### src/rtl/lpc_pkg.sv
package lpc_pkg;

  localparam int OP_W      = 3;
  localparam int BANK_W    = 3;
  localparam int ROW_W     = 13;
  localparam int COL_W     = 10;
  localparam int PAR_W     = 32;
  localparam int SER_W     = 16;
  localparam int PAD_W     = PAR_W - OP_W - BANK_W - ROW_W - COL_W;
  localparam int SER_ROW_W = SER_W - OP_W - BANK_W;

  typedef enum logic [OP_W-1:0] {
    OP_ACT = 3'd0,
    OP_RD  = 3'd1,
    OP_WR  = 3'd2,
    OP_PRE = 3'd3,
    OP_REF = 3'd4,
    OP_TOG = 3'd5,
    OP_MRW = 3'd6,
    OP_NOP = 3'd7
  } op_e;

  typedef struct packed {
    op_e               op;
    logic [BANK_W-1:0] bank;
    logic [ROW_W-1:0]  row;
    logic [COL_W-1:0]  col;
  } cmd_t;

  // Opcodes that the strobe-pin route can carry
  function automatic logic ser_capable(op_e op);
    return (op == OP_ACT) || (op == OP_PRE) || (op == OP_REF) || (op == OP_TOG);
  endfunction

  function automatic logic [PAR_W-1:0] par_encode(cmd_t c);
    return {c.op, c.bank, c.row, c.col, {PAD_W{1'b0}}};
  endfunction

  function automatic logic [SER_W-1:0] ser_encode(cmd_t c);
    return {c.op, c.bank, c.row[SER_ROW_W-1:0]};
  endfunction

endpackage

### src/rtl/lpc_cmd_fifo.sv
module lpc_cmd_fifo
  import lpc_pkg::*;
#(
  parameter int DEPTH = 4
) (
  input  logic                         clk,
  input  logic                         rst_n,
  input  logic                         push,
  input  cmd_t                         din,
  input  logic                         pop,
  output cmd_t                         head,
  output logic                         have_cmd,
  output logic                         full,
  output logic [$clog2(DEPTH+1)-1:0]   count
);

  localparam int AW = (DEPTH > 1) ? $clog2(DEPTH) : 1;
  localparam int CW = $clog2(DEPTH + 1);

  cmd_t          mem [DEPTH];
  logic [AW-1:0] wr_q, wr_d, rd_q, rd_d;
  logic [CW-1:0] cnt_q, cnt_d;

  function automatic logic [AW-1:0] bump(logic [AW-1:0] p);
    return (p == AW'(DEPTH - 1)) ? '0 : p + 1'b1;
  endfunction

  always_comb begin
    wr_d  = wr_q;
    rd_d  = rd_q;
    cnt_d = cnt_q;
    if (push) wr_d = bump(wr_q);
    if (pop)  rd_d = bump(rd_q);
    case ({push, pop})
      2'b10:   cnt_d = cnt_q + 1'b1;
      2'b01:   cnt_d = cnt_q - 1'b1;
      default: cnt_d = cnt_q;
    endcase
  end

  always_ff @(posedge clk or negedge rst_n) begin
    if (!rst_n) begin
      wr_q  <= '0;
      rd_q  <= '0;
      cnt_q <= '0;
    end else begin
      wr_q  <= wr_d;
      rd_q  <= rd_d;
      cnt_q <= cnt_d;
    end
  end

  always_ff @(posedge clk) begin
    if (push) mem[wr_q] <= din;
  end

  assign head     = mem[rd_q];
  assign have_cmd = (cnt_q != '0);
  assign full     = (cnt_q == CW'(DEPTH));
  assign count    = cnt_q;

endmodule

### src/rtl/lpc_route_sel.sv
module lpc_route_sel
  import lpc_pkg::*;
#(
  parameter bit SERIAL_EN = 1'b1
) (
  input  logic have_cmd,
  input  op_e  head_op,
  input  logic xfer_busy,
  input  logic ser_busy,
  output logic issue_par,
  output logic issue_ser
);

  // The strobe pin is shared: nothing issues while a serial word shifts
  assign issue_par = have_cmd && !xfer_busy && !ser_busy;

  generate
    if (SERIAL_EN) begin : g_ser
      assign issue_ser = have_cmd && xfer_busy && !ser_busy && ser_capable(head_op);
    end else begin : g_noser
      assign issue_ser = 1'b0;
    end
  endgenerate

endmodule

### src/rtl/lpc_par_fmt.sv
module lpc_par_fmt
  import lpc_pkg::*;
(
  input  logic             clk,
  input  logic             rst_n,
  input  logic             issue,
  input  cmd_t             cmd,
  output logic             oe,
  output logic [PAR_W/2-1:0] rise,
  output logic [PAR_W/2-1:0] fall,
  output logic             stb
);

  logic             oe_q, oe_d;
  logic [PAR_W-1:0] word_q, word_d;
  logic             word_en;

  always_comb begin
    oe_d    = issue;
    word_en = issue;
    word_d  = par_encode(cmd);
  end

  always_ff @(posedge clk or negedge rst_n) begin
    if (!rst_n) begin
      oe_q   <= 1'b0;
      word_q <= '0;
    end else begin
      oe_q <= oe_d;
      if (word_en) word_q <= word_d;
    end
  end

  assign oe   = oe_q;
  assign rise = word_q[PAR_W-1:PAR_W/2];
  assign fall = word_q[PAR_W/2-1:0];
  assign stb  = oe_q;

endmodule

### src/rtl/lpc_ser_fmt.sv
module lpc_ser_fmt #(
  parameter int W = 16
) (
  input  logic         clk,
  input  logic         rst_n,
  input  logic         load,
  input  logic [W-1:0] word,
  output logic         busy,
  output logic         bit_r,
  output logic         bit_f
);

  localparam int CLKS = W / 2;
  localparam int CW   = $clog2(CLKS + 1);

  logic [W-1:0]  sr_q, sr_d;
  logic [CW-1:0] left_q, left_d;

  always_comb begin
    sr_d   = sr_q;
    left_d = left_q;
    if (load) begin
      sr_d   = word;
      left_d = CW'(CLKS);
    end else if (left_q != '0) begin
      sr_d   = {sr_q[W-3:0], 2'b00};
      left_d = left_q - 1'b1;
    end
  end

  always_ff @(posedge clk or negedge rst_n) begin
    if (!rst_n) begin
      sr_q   <= '0;
      left_q <= '0;
    end else begin
      sr_q   <= sr_d;
      left_q <= left_d;
    end
  end

  assign busy  = (left_q != '0);
  assign bit_r = busy & sr_q[W-1];
  assign bit_f = busy & sr_q[W-2];

endmodule

### src/rtl/lpdram_cmd_tx.sv
module lpdram_cmd_tx
  import lpc_pkg::*;
#(
  parameter int QDEPTH    = 4,
  parameter bit SERIAL_EN = 1'b1
) (
  input  logic        clk,
  input  logic        rst_n,
  input  logic        in_valid,
  output logic        in_ready,
  input  logic [2:0]  in_op,
  input  logic [2:0]  in_bank,
  input  logic [12:0] in_row,
  input  logic [9:0]  in_col,
  input  logic        xfer_busy,
  output logic        cd_oe,
  output logic [15:0] cd_rise,
  output logic [15:0] cd_fall,
  output logic        stb_rise,
  output logic        stb_fall,
  output logic        ser_busy
);

  localparam int QCW = $clog2(QDEPTH + 1);

  cmd_t           in_cmd, head;
  logic           push, pop, have_cmd, full;
  logic [QCW-1:0] fifo_cnt;
  logic           issue_par, issue_ser;
  logic           par_stb, ser_r, ser_f;

  assign in_cmd.op   = op_e'(in_op);
  assign in_cmd.bank = in_bank;
  assign in_cmd.row  = in_row;
  assign in_cmd.col  = in_col;

  assign in_ready = !full;
  assign push     = in_valid && !full;
  assign pop      = issue_par || issue_ser;

  lpc_cmd_fifo #(.DEPTH(QDEPTH)) u_queue (
    .clk      (clk),
    .rst_n    (rst_n),
    .push     (push),
    .din      (in_cmd),
    .pop      (pop),
    .head     (head),
    .have_cmd (have_cmd),
    .full     (full),
    .count    (fifo_cnt)
  );

  lpc_route_sel #(.SERIAL_EN(SERIAL_EN)) u_sel (
    .have_cmd  (have_cmd),
    .head_op   (head.op),
    .xfer_busy (xfer_busy),
    .ser_busy  (ser_busy),
    .issue_par (issue_par),
    .issue_ser (issue_ser)
  );

  lpc_par_fmt u_par (
    .clk   (clk),
    .rst_n (rst_n),
    .issue (issue_par),
    .cmd   (head),
    .oe    (cd_oe),
    .rise  (cd_rise),
    .fall  (cd_fall),
    .stb   (par_stb)
  );

  lpc_ser_fmt #(.W(SER_W)) u_ser (
    .clk   (clk),
    .rst_n (rst_n),
    .load  (issue_ser),
    .word  (ser_encode(head)),
    .busy  (ser_busy),
    .bit_r (ser_r),
    .bit_f (ser_f)
  );

  assign stb_rise = par_stb | ser_r;
  assign stb_fall = ser_f;

endmodule

### config.mk
export PLATFORM = sky130hd
export DESIGN_NAME = lpdram_cmd_tx
export DESIGN_NICKNAME = d
export VERILOG_FILES = /design/src/rtl/lpc_pkg.sv /design/src/rtl/lpc_cmd_fifo.sv /design/src/rtl/lpc_route_sel.sv /design/src/rtl/lpc_par_fmt.sv /design/src/rtl/lpc_ser_fmt.sv /design/src/rtl/lpdram_cmd_tx.sv
export SDC_FILE = /design/constraint.sdc
export NUM_CORES = 1
export LEC_CHECK = 0
export BUFFER_PORTS_ARGS = -buffer_cell sky130_fd_sc_hd__buf_2
export CAP_MARGIN = 20
export CORE_UTILIZATION = 41
export DETAILED_ROUTE_END_ITERATION = 12
export SLEW_MARGIN = 20
export SYNTH_ARGS = -nofsm -noshare
export SYNTH_HDL_FRONTEND = slang
export SYNTH_SLANG_ARGS = --single-unit
export TNS_END_PERCENT = 20
### constraint.sdc
create_clock -name clk -period 6.8 [get_ports clk]
set_input_delay 1.02 -clock clk [delete_from_list [all_inputs] [get_ports clk]]
set_output_delay 1.02 -clock clk [all_outputs]
set_load 0.02 [all_outputs]
==> results of run 1 <==
[kinds of logic (layout without fill, tap and decap cells)]
logic type	count (synthesis)	after routing	share of synthesized area
fa+ha+maj	8	8	0.01598
xor+xnor	3	3	0.003903
buf+inv	29	114	0.02007
other cells	1	3	0.0005570
mux	76	76	0.1756
flops	173	173	0.7292
compound gates	23	23	0.01821
simple gates	44	44	0.03642
[through the flow]
step / std cells / util
4_1_cts: 660 / 0.4925
3_5_place_dp: 628 / 0.4582
6_report: 660 / 0.4925
3_3_place_gp: 628 / 0.4582
5_1_grt: 660 / 0.4925
2_1_floorplan: 359 / -
[per-layer routing]
layer,GRT usage,vias to the layer above,routed length (µm)
met5,0,-,0
met4,0.07729,0,212
met3,0.04223,17,536
met2,0.2622,78,5995
met1,0.2021,1688,5172
li1,-,1511,-
[registers in the layout (all words and copies together), names as in the netlist]
name	count
u_par.oe	1
u_par.word_q	29
u_queue.count	3
u_queue.mem	116
u_queue.rd_q	2
u_queue.wr_q	2
u_ser.left_q	4
u_ser.sr_q	16
[cell type report]
class                      instances  area (µm²)  area share
tap                              216       270.3     0.03442
clock buffer                      27       514.2     0.06550
clock inverter                     5       32.53    0.004143
sequential                       173        4911      0.6255
inverter                          11       41.29    0.005259
multi-input combinational        157        1714      0.2183
timing repair buffer              71       367.9     0.04685
[cells in the final DEF, fill, tap and decap left out, types with 2 or more instances in the layout]
cell and count:
edfxtp_1 116, nor2_4 2, conb_1 3, mux2_4 2, clkbuf_16 18, xor2_1 2
mux4_2 29, nor2_1 2, clkbuf_1 6, nand3_1 3, mux2_1 2, buf_4 5
inv_1 11, o21ai_0 20, or3_1 3, dfrtp_1 56, clkbuf_8 3, mux2i_1 15
nand2_1 22, and3_2 4, clkinv_2 3, mux2_2 27, buf_2 66, ha_1 7
[worst max path at each step]
stage | startpoint | endpoint | slack (ns)
finish | u_queue.rd_q[0] | u_queue.count[2] | 2.91
global route | u_queue.rd_q[0] | u_queue.count[2] | 2.49
detailed placement | u_queue.rd_q[0] | u_queue.count[2] | 2.83
CTS | u_queue.rd_q[0] | u_queue.count[2] | 2.82
floorplan | u_queue.rd_q[0] | u_queue.count[2] | 4.15
global placement | u_queue.rd_q[0] | u_queue.count[2] | 2.90
[power by group through the flow]
| stage | logic [W] | clock network (W) | registers (W) |
|---|---|---|---|
| after global routing | 0.00118 | 0.000950 | 0.00159 |
| after global placement | 0.00108 | 0 | 0.00157 |
| after CTS | 0.00110 | 0.000912 | 0.00156 |
| after detailed placement | 0.00110 | 0 | 0.00158 |
| final | 0.00107 | 0.000894 | 0.00156 |
| after floorplan | 0.000693 | 0 | 0.00165 |
==> results_dict.tcl, run 1 <==
set metrics [dict create \
    status "finished, final reports clean" \
    worst_slack_ns 2.913 \
    dieArea_um2 16940 \
    min_delay_worst_endpoint "u_ser.left_q[0]" \
    period_minus_slack_ns 3.887 \
    pwr_density_cell_nw_per_um2 448.4 \
    synth_area_leaders "edfxtp_1 52%, dfrtp_1 21%, mux4_2 9.7%" \
    fin_crit_sh 0.5716 \
    dpl_cell_area_um2 7305 \
    synth_edf_count 116 \
    hold_viol_final 0 \
    dp_hpwl_um 6958 \
    ys_ff_latch 173 \
    crit_family "multiplexers" \
    setup-violations-final 0 \
    dp_slack_ns 2.831 \
    antenna_found_initial 0 \
    yosys_warnings 0 \
    crit_required_ns 7.14 \
    drt_wl_total_um 11920 \
    synthTopCellsByCount "116 x edfxtp_1, 57 x dfrtp_1, 29 x mux4_2, 27 x mux2_2, 22 x nand2_1" \
    portBuffers 66 \
    finalNetCount 472 \
    syn_area_per_cell_um2 18.86 \
    power.share.clock 0.254 \
    ys_seq_area_frac 0.7292 \
    comb_power_share 0.304 \
    stdcell_area_um2 7851 \
    hold_path.class "reg2reg" \
    num_antenna_cells 0 \
    post-synth-top-count-cell "edfxtp_1" \
    tritoncts "done" \
    gr-total-overflow 0 \
    startpoint_type "flop" \
    yosysTopAreaCell "edfxtp_1" \
    post_cts_buffers 0 \
    crit_buf_inv 3 \
    skew_ns 0.007575 \
    routed-via-count 3294 \
    grt_max_degree 58 \
    cp_slowest_cell "mux2i_4" \
    worstPathArrival_ns 4.23 \
    crit_cells 12 \
    cts_resized 0 \
    cts_sinks 173 \
    vias_per_cell 4.991 \
    clkLatencyLatePin_ns 0.42 \
    cts-root-buf "clkbuf_16" \
    p_seq_frac 0.442 \
    worstPathCellList "buf_4 > mux4_2 > nor2b_4 > mux2i_4 > nor2_4 > inv_1 > ha_1 > inv_1 > fa_1 > xor2_1 > nor2_1 > xor2_1" \
    fp.coreArea_um2 15940 \
    grtUsageTotal 0.1614 \
    p_sw_w 0.001093 \
    r2r-end "u_queue.count[2]" \
    min_from "u_ser.left_q[0]" \
    vdd_drop_max_mv 0.1832 \
    grt_pass1_wl_um 19350 \
    async_flop_share 0.3295 \
    first_pass_iters 4 \
    grt_pass1_vias 3519 \
    initial_core_util 0.4223 \
    min_delay_path_depth 1 \
    drt-wirelength-per-cell_um 18.06 \
    rows 46 \
    p_int_w 0.002428 \
    cpPeakStageDelay_ns 0.76 \
    switching_share 0.3104 \
    nFillCells 1356 \
    rsz0062_at_grt "false" \
    synth_area_um2 6733 \
    synthCells 357 \
    synth_top_area_share 0.5174 \
    yosysUniqueCellTypes 35 \
    total_power_w 0.003520 \
    drive_gt1_frac 0.3739 \
    drc_errors 0 \
    io_pins 70 \
    slew_headroom 0.4049 \
    whs_ns 0.4767 \
    r2r_cells 12 \
    p_leak_nw 2.965 \
    tightest_slew_ns 0.8740 \
    clk_pin_slew_ns 0.06 \
    cts_max_level 4 \
    syn_to_final_growth_pct 16.61 \
    drt_iter0_drc 144 \
    ff2ff_setup_slack_ns 2.91 \
    cp_max_fo 34 \
    rr_startpoint "u_queue.rd_q[0]" \
    chipWidth_um 130.1 \
    fin_tns_setup_ns 0 \
    fmax_mhz 257.3 \
    die_y_um 130.1 \
    crit_type "reg2reg" \
    clock_path_buffers 2 \
    drv_cap 0 \
    cts_made_buffers 17 \
    synthFlopType "edfxtp_1" \
    drv_slew 0 \
    ant_nets 0 \
    cts_hold_buf 0 \
    worst_setup_path_end_kind "flop" \
    gp_congestion 0.6968 \
]
(Power assumes the default switching activity.)
==> run 2, diff against run 1 <==
==> constraint.sdc (replaced) <==
create_clock -name clk -period 4.1 [get_ports clk]
set_input_delay 0.615 -clock clk [delete_from_list [all_inputs] [get_ports clk]]
set_output_delay 0.615 -clock clk [all_outputs]
set_load 0.02 [all_outputs]
==> run 2 against run 1 <==
Worst setup slack got worse by 1.8 ns. Clock skew decreased by 0.0028 ns. Hold slack worse by 0.30 ns. Sequential share of layout area decreased by 0.23 points. Non-clock buffer count up 1. Global-route usage is 0.060 points lower. Die area unchanged. Power rose by 67%. Via count shrank 0.82%. Cell count increased by 0.30%. Largest cell class unchanged.
==> results_dict.tcl, run 2 (synthesized netlist as in run 1, its figures left out) <==
set metrics [dict create \
    tightest_slew_ns 0.8523 \
    layout_commonest_cell "edfxtp_1" \
    portBuffers 66 \
    crit_required_ns 4.45 \
    grt_pass1_wl_um 19070 \
    worst_setup_path_end_kind "flop" \
    dp_hpwl_um 7234 \
    crit_family "flip-flops" \
    drt-wirelength-per-cell_um 18.40 \
    p_leak_nw 2.983 \
    clkLatencyLatePin_ns 0.42 \
    regArea_um2 4911 \
    crit_type "reg2reg" \
    p_sw_w 0.001814 \
    grt_max_degree 40 \
    most-common-layout-cells "116 x edfxtp_1, 65 x buf_2, 56 x dfrtp_1, 29 x mux4_2, 27 x mux2_2" \
    dpl_cell_area_um2 7312 \
    rr_startpoint "u_queue.rd_q[1]" \
    gp_congestion 0.6782 \
    grt_pass1_vias 3472 \
    cts_resized 0 \
    largest_reg_flops 116 \
    cts_hold_buf 0 \
    nFillCells 1395 \
    r2r-end "u_queue.count[2]" \
    clk_pin_slew_ns 0.06 \
    post_cts_buffers 0 \
    hold_path.class "in2async" \
    first_pass_iters 4 \
    stdcell_area_um2 7880 \
    cts_max_level 4 \
    rows 46 \
    drt_wl_total_um 12180 \
    initial_core_util 0.4223 \
    antenna_found_initial 1 \
    top_register "u_queue.mem" \
    fin_crit_sh 0.7268 \
    status "finished, final reports clean" \
    setup-violations-final 0 \
    comb_power_share 0.299 \
    cts_made_buffers 17 \
    cts_sinks 173 \
    cpPeakStageDelay_ns 0.86 \
    drv_cap 0 \
    drv_slew 0 \
    io_pins 70 \
    rsz0062_at_grt "false" \
    cts-root-buf "clkbuf_16" \
    largest_registers "u_queue.mem (116), u_par.word_q (29), u_ser.sr_q (16)" \
    die_y_um 130.1 \
    fin_tns_setup_ns 0 \
    multi_input_area_um2 1714 \
    chipWidth_um 130.1 \
    power.share.clock 0.258 \
    hold_viol_final 0 \
    drc_errors 0 \
    pwr_density_cell_nw_per_um2 745.9 \
    place_inst 629 \
    skew_ns 0.004776 \
    final-instance-count-excl-fill 662 \
    crit_buf_inv 2 \
    ff2ff_setup_slack_ns 1.12 \
    clock_path_buffers 2 \
    tritoncts "done" \
    cp_max_fo 16 \
    fp.coreArea_um2 15940 \
    grtUsageTotal 0.1608 \
    slew_headroom 0.4318 \
    dieArea_um2 16940 \
    gr-total-overflow 0 \
    total_power_w 0.005878 \
    period_minus_slack_ns 2.980 \
    ant_nets 0 \
    worstPathCellList "mux4_2 > nor2b_4 > mux2i_4 > nor2_4 > inv_1 > ha_1 > inv_1 > fa_1 > xor2_1 > nor2_1 > xor2_1" \
    drive_gt1_frac 0.3775 \
    routed-via-count 3267 \
    worstPathArrival_ns 3.33 \
    vdd_drop_max_mv 0.3316 \
    r2r_cells 11 \
    fmax_mhz 335.6 \
    cp_slowest_cell "dfrtp_1" \
    drt_iter0_drc 168 \
    p_int_w 0.004064 \
    startpoint_type "flop" \
    syn_to_final_growth_pct 17.04 \
    switching_share 0.3086 \
    p_seq_frac 0.443 \
    vias_per_cell 4.935 \
    finalNetCount 473 \
]
run 2: through the flow:
step | hold slack (ns) | setup slack [ns] | util
finish | 0.1758 | 1.120 | 0.4943
global route | 0.2296 | 0.9169 | 0.4941
CTS | 0.3818 | 1.075 | 0.4940
detailed placement | 0.4685 | 1.082 | 0.4586
global placement | 0.4609 | 1.155 | 0.4586
floorplan | 0.3194 | 1.450 | -
run 2: layout make-up:
class                   count  area share
flip-flops and latches    173      0.6232
clock inverters             6    0.003811
inverters                  11    0.005240
clock buffers              26     0.06764
diodes                      1   0.0003176
multi-input cells         157      0.2175
well taps                 216     0.03430
repair buffers             72     0.04795
run 2: power groups by stage:
stage / Sequential (W) / Clock, W / Combinational, W
after CTS: 0.00262 / 0.00155 / 0.00181
after global routing: 0.00266 / 0.00162 / 0.00193
final: 0.00261 / 0.00151 / 0.00176
after global placement: 0.00263 / 0 / 0.00177
after detailed placement: 0.00265 / 0 / 0.00180
after floorplan: 0.00273 / 0 / 0.00115
run 2: layer usage:
metal,GRT usage,share of wire,vias up
met2,0.2685,0.51,68
met3,0.04264,0.044,17
met5,0,0,-
li1,-,-,1518
met1,0.1938,0.42,1664
met4,0.07866,0.020,0
run 2: worst max-delay path by stage:
stage                                from               end  slack [ns]  depth (start not counted)
final                     u_queue.rd_q[1]  u_queue.count[2]        1.12                         11
after global placement    u_queue.rd_q[1]  u_queue.count[2]        1.16                         11
after global routing      u_queue.rd_q[1]  u_queue.count[2]        0.92                         11
after detailed placement  u_queue.rd_q[1]  u_queue.count[2]        1.08                         11
after CTS                 u_queue.rd_q[1]  u_queue.count[2]        1.08                         11
after floorplan           u_queue.rd_q[0]  u_queue.count[2]        1.45                         12
==> run 3, diff against run 2 <==
==> constraint.sdc (replaced) <==
create_clock -name clk -period 2.92 [get_ports clk]
set_input_delay 0.438 -clock clk [delete_from_list [all_inputs] [get_ports clk]]
set_output_delay 0.438 -clock clk [all_outputs]
set_load 0.02 [all_outputs]
==> run 3 against run 2 <==
First-iteration DRC count is 9.5% lower. Flip-flop and latch count stayed put. Routed wire length is 1.0% lower. Critical path depth stayed put. Register-to-register slack worse by 0.87 ns. Worst setup slack worse by 0.87 ns. Largest cell class unchanged.
==> results_dict.tcl, run 3 (synthesized netlist as in run 1, its figures left out) <==
set metrics [dict create \
    fmax_mhz 375.2 \
    rows 46 \
    finalNetCount 476 \
    hold_viol_final 0 \
    whs_ns 0.005771 \
    most-common-layout-cells "116 x edfxtp_1, 66 x buf_2, 56 x dfrtp_1, 29 x mux4_2, 27 x mux2_2" \
    vdd_drop_max_mv 0.4779 \
    p_leak_nw 3.014 \
    portBuffers 66 \
    first_pass_iters 4 \
    cts-root-buf "clkbuf_16" \
    vias_per_cell 4.950 \
    final-instance-count-excl-fill 663 \
    dp_hpwl_um 7213 \
    grt_max_degree 40 \
    total_power_w 0.008483 \
    cts_made_buffers 17 \
    largest_registers "u_queue.mem (116), u_par.word_q (29), u_ser.sr_q (16)" \
    grtUsageTotal 0.1619 \
    setup-violations-final 0 \
    hold_path.class "in2async" \
    gr-total-overflow 0 \
    gp_congestion 0.7004 \
    drv_slew 0 \
    drv_cap 0 \
    worst_setup_path_end_kind "flop" \
    antenna_found_initial 1 \
    cp_slowest_cell "mux4_2" \
    cpPeakStageDelay_ns 0.58 \
    crit_required_ns 3.26 \
    chipWidth_um 130.1 \
    grt_pass1_vias 3567 \
    initial_core_util 0.4223 \
    dpl_cell_area_um2 7340 \
    period_minus_slack_ns 2.665 \
    rsz0062_at_grt "false" \
    drt_iter0_drc 152 \
    worstPathArrival_ns 3.00 \
    dieArea_um2 16940 \
    num_antenna_cells 0 \
    clk_pin_slew_ns 0.06 \
    syn_to_final_growth_pct 18.18 \
    skew_ns 0.01015 \
    drive_gt1_frac 0.3803 \
    cts_resized 0 \
    clkLatencyLatePin_ns 0.42 \
    cts_sinks 173 \
    fp.coreArea_um2 15940 \
    crit_type "reg2reg" \
    die_y_um 130.1 \
    layout_commonest_cell "edfxtp_1" \
    drc_errors 0 \
    io_pins 70 \
    largest_reg_flops 116 \
    stdcell_area_um2 7956 \
    drt_wl_total_um 12060 \
    cts_max_level 4 \
    top_register "u_queue.mem" \
    startpoint_type "flop" \
    crit_family "multiplexers" \
    place_inst 631 \
    worstPathCellList "mux4_2 > nor2b_4 > mux2i_4 > nor2_4 > inv_1 > ha_1 > inv_1 > fa_1 > xor2_1 > nor2_1 > xor2_1" \
    pwr_density_cell_nw_per_um2 1066 \
    ant_nets 0 \
    grt_pass1_wl_um 19510 \
    fin_crit_sh 0.9127 \
    slew_headroom 0.4343 \
    nFillCells 1373 \
    crit_buf_inv 2 \
    fin_tns_setup_ns 0 \
    cts_hold_buf 0 \
    post_cts_buffers 0 \
    tritoncts "done" \
    status "finished, final reports clean" \
    cp_max_fo 4 \
    tightest_slew_ns 0.8485 \
    clock_path_buffers 2 \
    routed-via-count 3282 \
    drt-wirelength-per-cell_um 18.18 \
]
-- run 3: cell type report --
class                           count  area (µm²)  share of cell area
Inverter                           11       41.29            0.005189
Timing Repair Buffer               75       410.4             0.05158
Multi-Input combinational cell    157        1714              0.2154
Clock inverter                      8       141.4             0.01777
Clock buffer                       23       467.9             0.05881
Sequential cell                   173        4911              0.6172
Tap cell                          216       270.3             0.03397
-- run 3: metrics by stage --
step | util | setup slack [ns]
global route | 0.4991 | 0.04995
floorplan | - | 0.2698
finish | 0.4991 | 0.2549
detailed placement | 0.4604 | 0.2273
CTS | 0.4986 | 0.2092
global placement | 0.4604 | 0.3222
-- run 3: final timing paths --
kind                                      endpoint             from  depth (start not counted)  slack (ns)
worst max-delay path              u_queue.count[2]  u_queue.rd_q[0]                         11        0.25
worst min-delay path               u_queue.wr_q[0]            rst_n                          1       0.006
worst max register to register    u_queue.count[2]  u_queue.rd_q[0]                         11        0.25
worst min register to register     u_ser.left_q[0]  u_ser.left_q[0]                          1        0.48
max in group asynchronous            u_ser.sr_q[7]            rst_n                          2        2.31
min in group clk                u_queue.mem[2][23]       in_bank[0]                          1        0.23
-- run 3: power breakdown --
| group | internal [W] | leakage (nW) | switching, W | total (W) |
|---|---|---|---|---|
| registers | 0.00333 | 1.78 | 0.000274 | 0.00361 |
| logic | 0.00113 | 0.944 | 0.00141 | 0.00254 |
| clock network | 0.00147 | 0.295 | 0.000867 | 0.00233 |
| total | 0.00594 | 3.01 | 0.00255 | 0.00848 |
-- run 3: per-layer routing --
metal | GRT usage | up-vias | wire, µm
li1 | - | 1518 | -
met1 | 0.1994 | 1692 | 5219
met2 | 0.2713 | 56 | 6195
met3 | 0.04469 | 14 | 487
met4 | 0.06430 | 2 | 144
met5 | 0 | - | 9
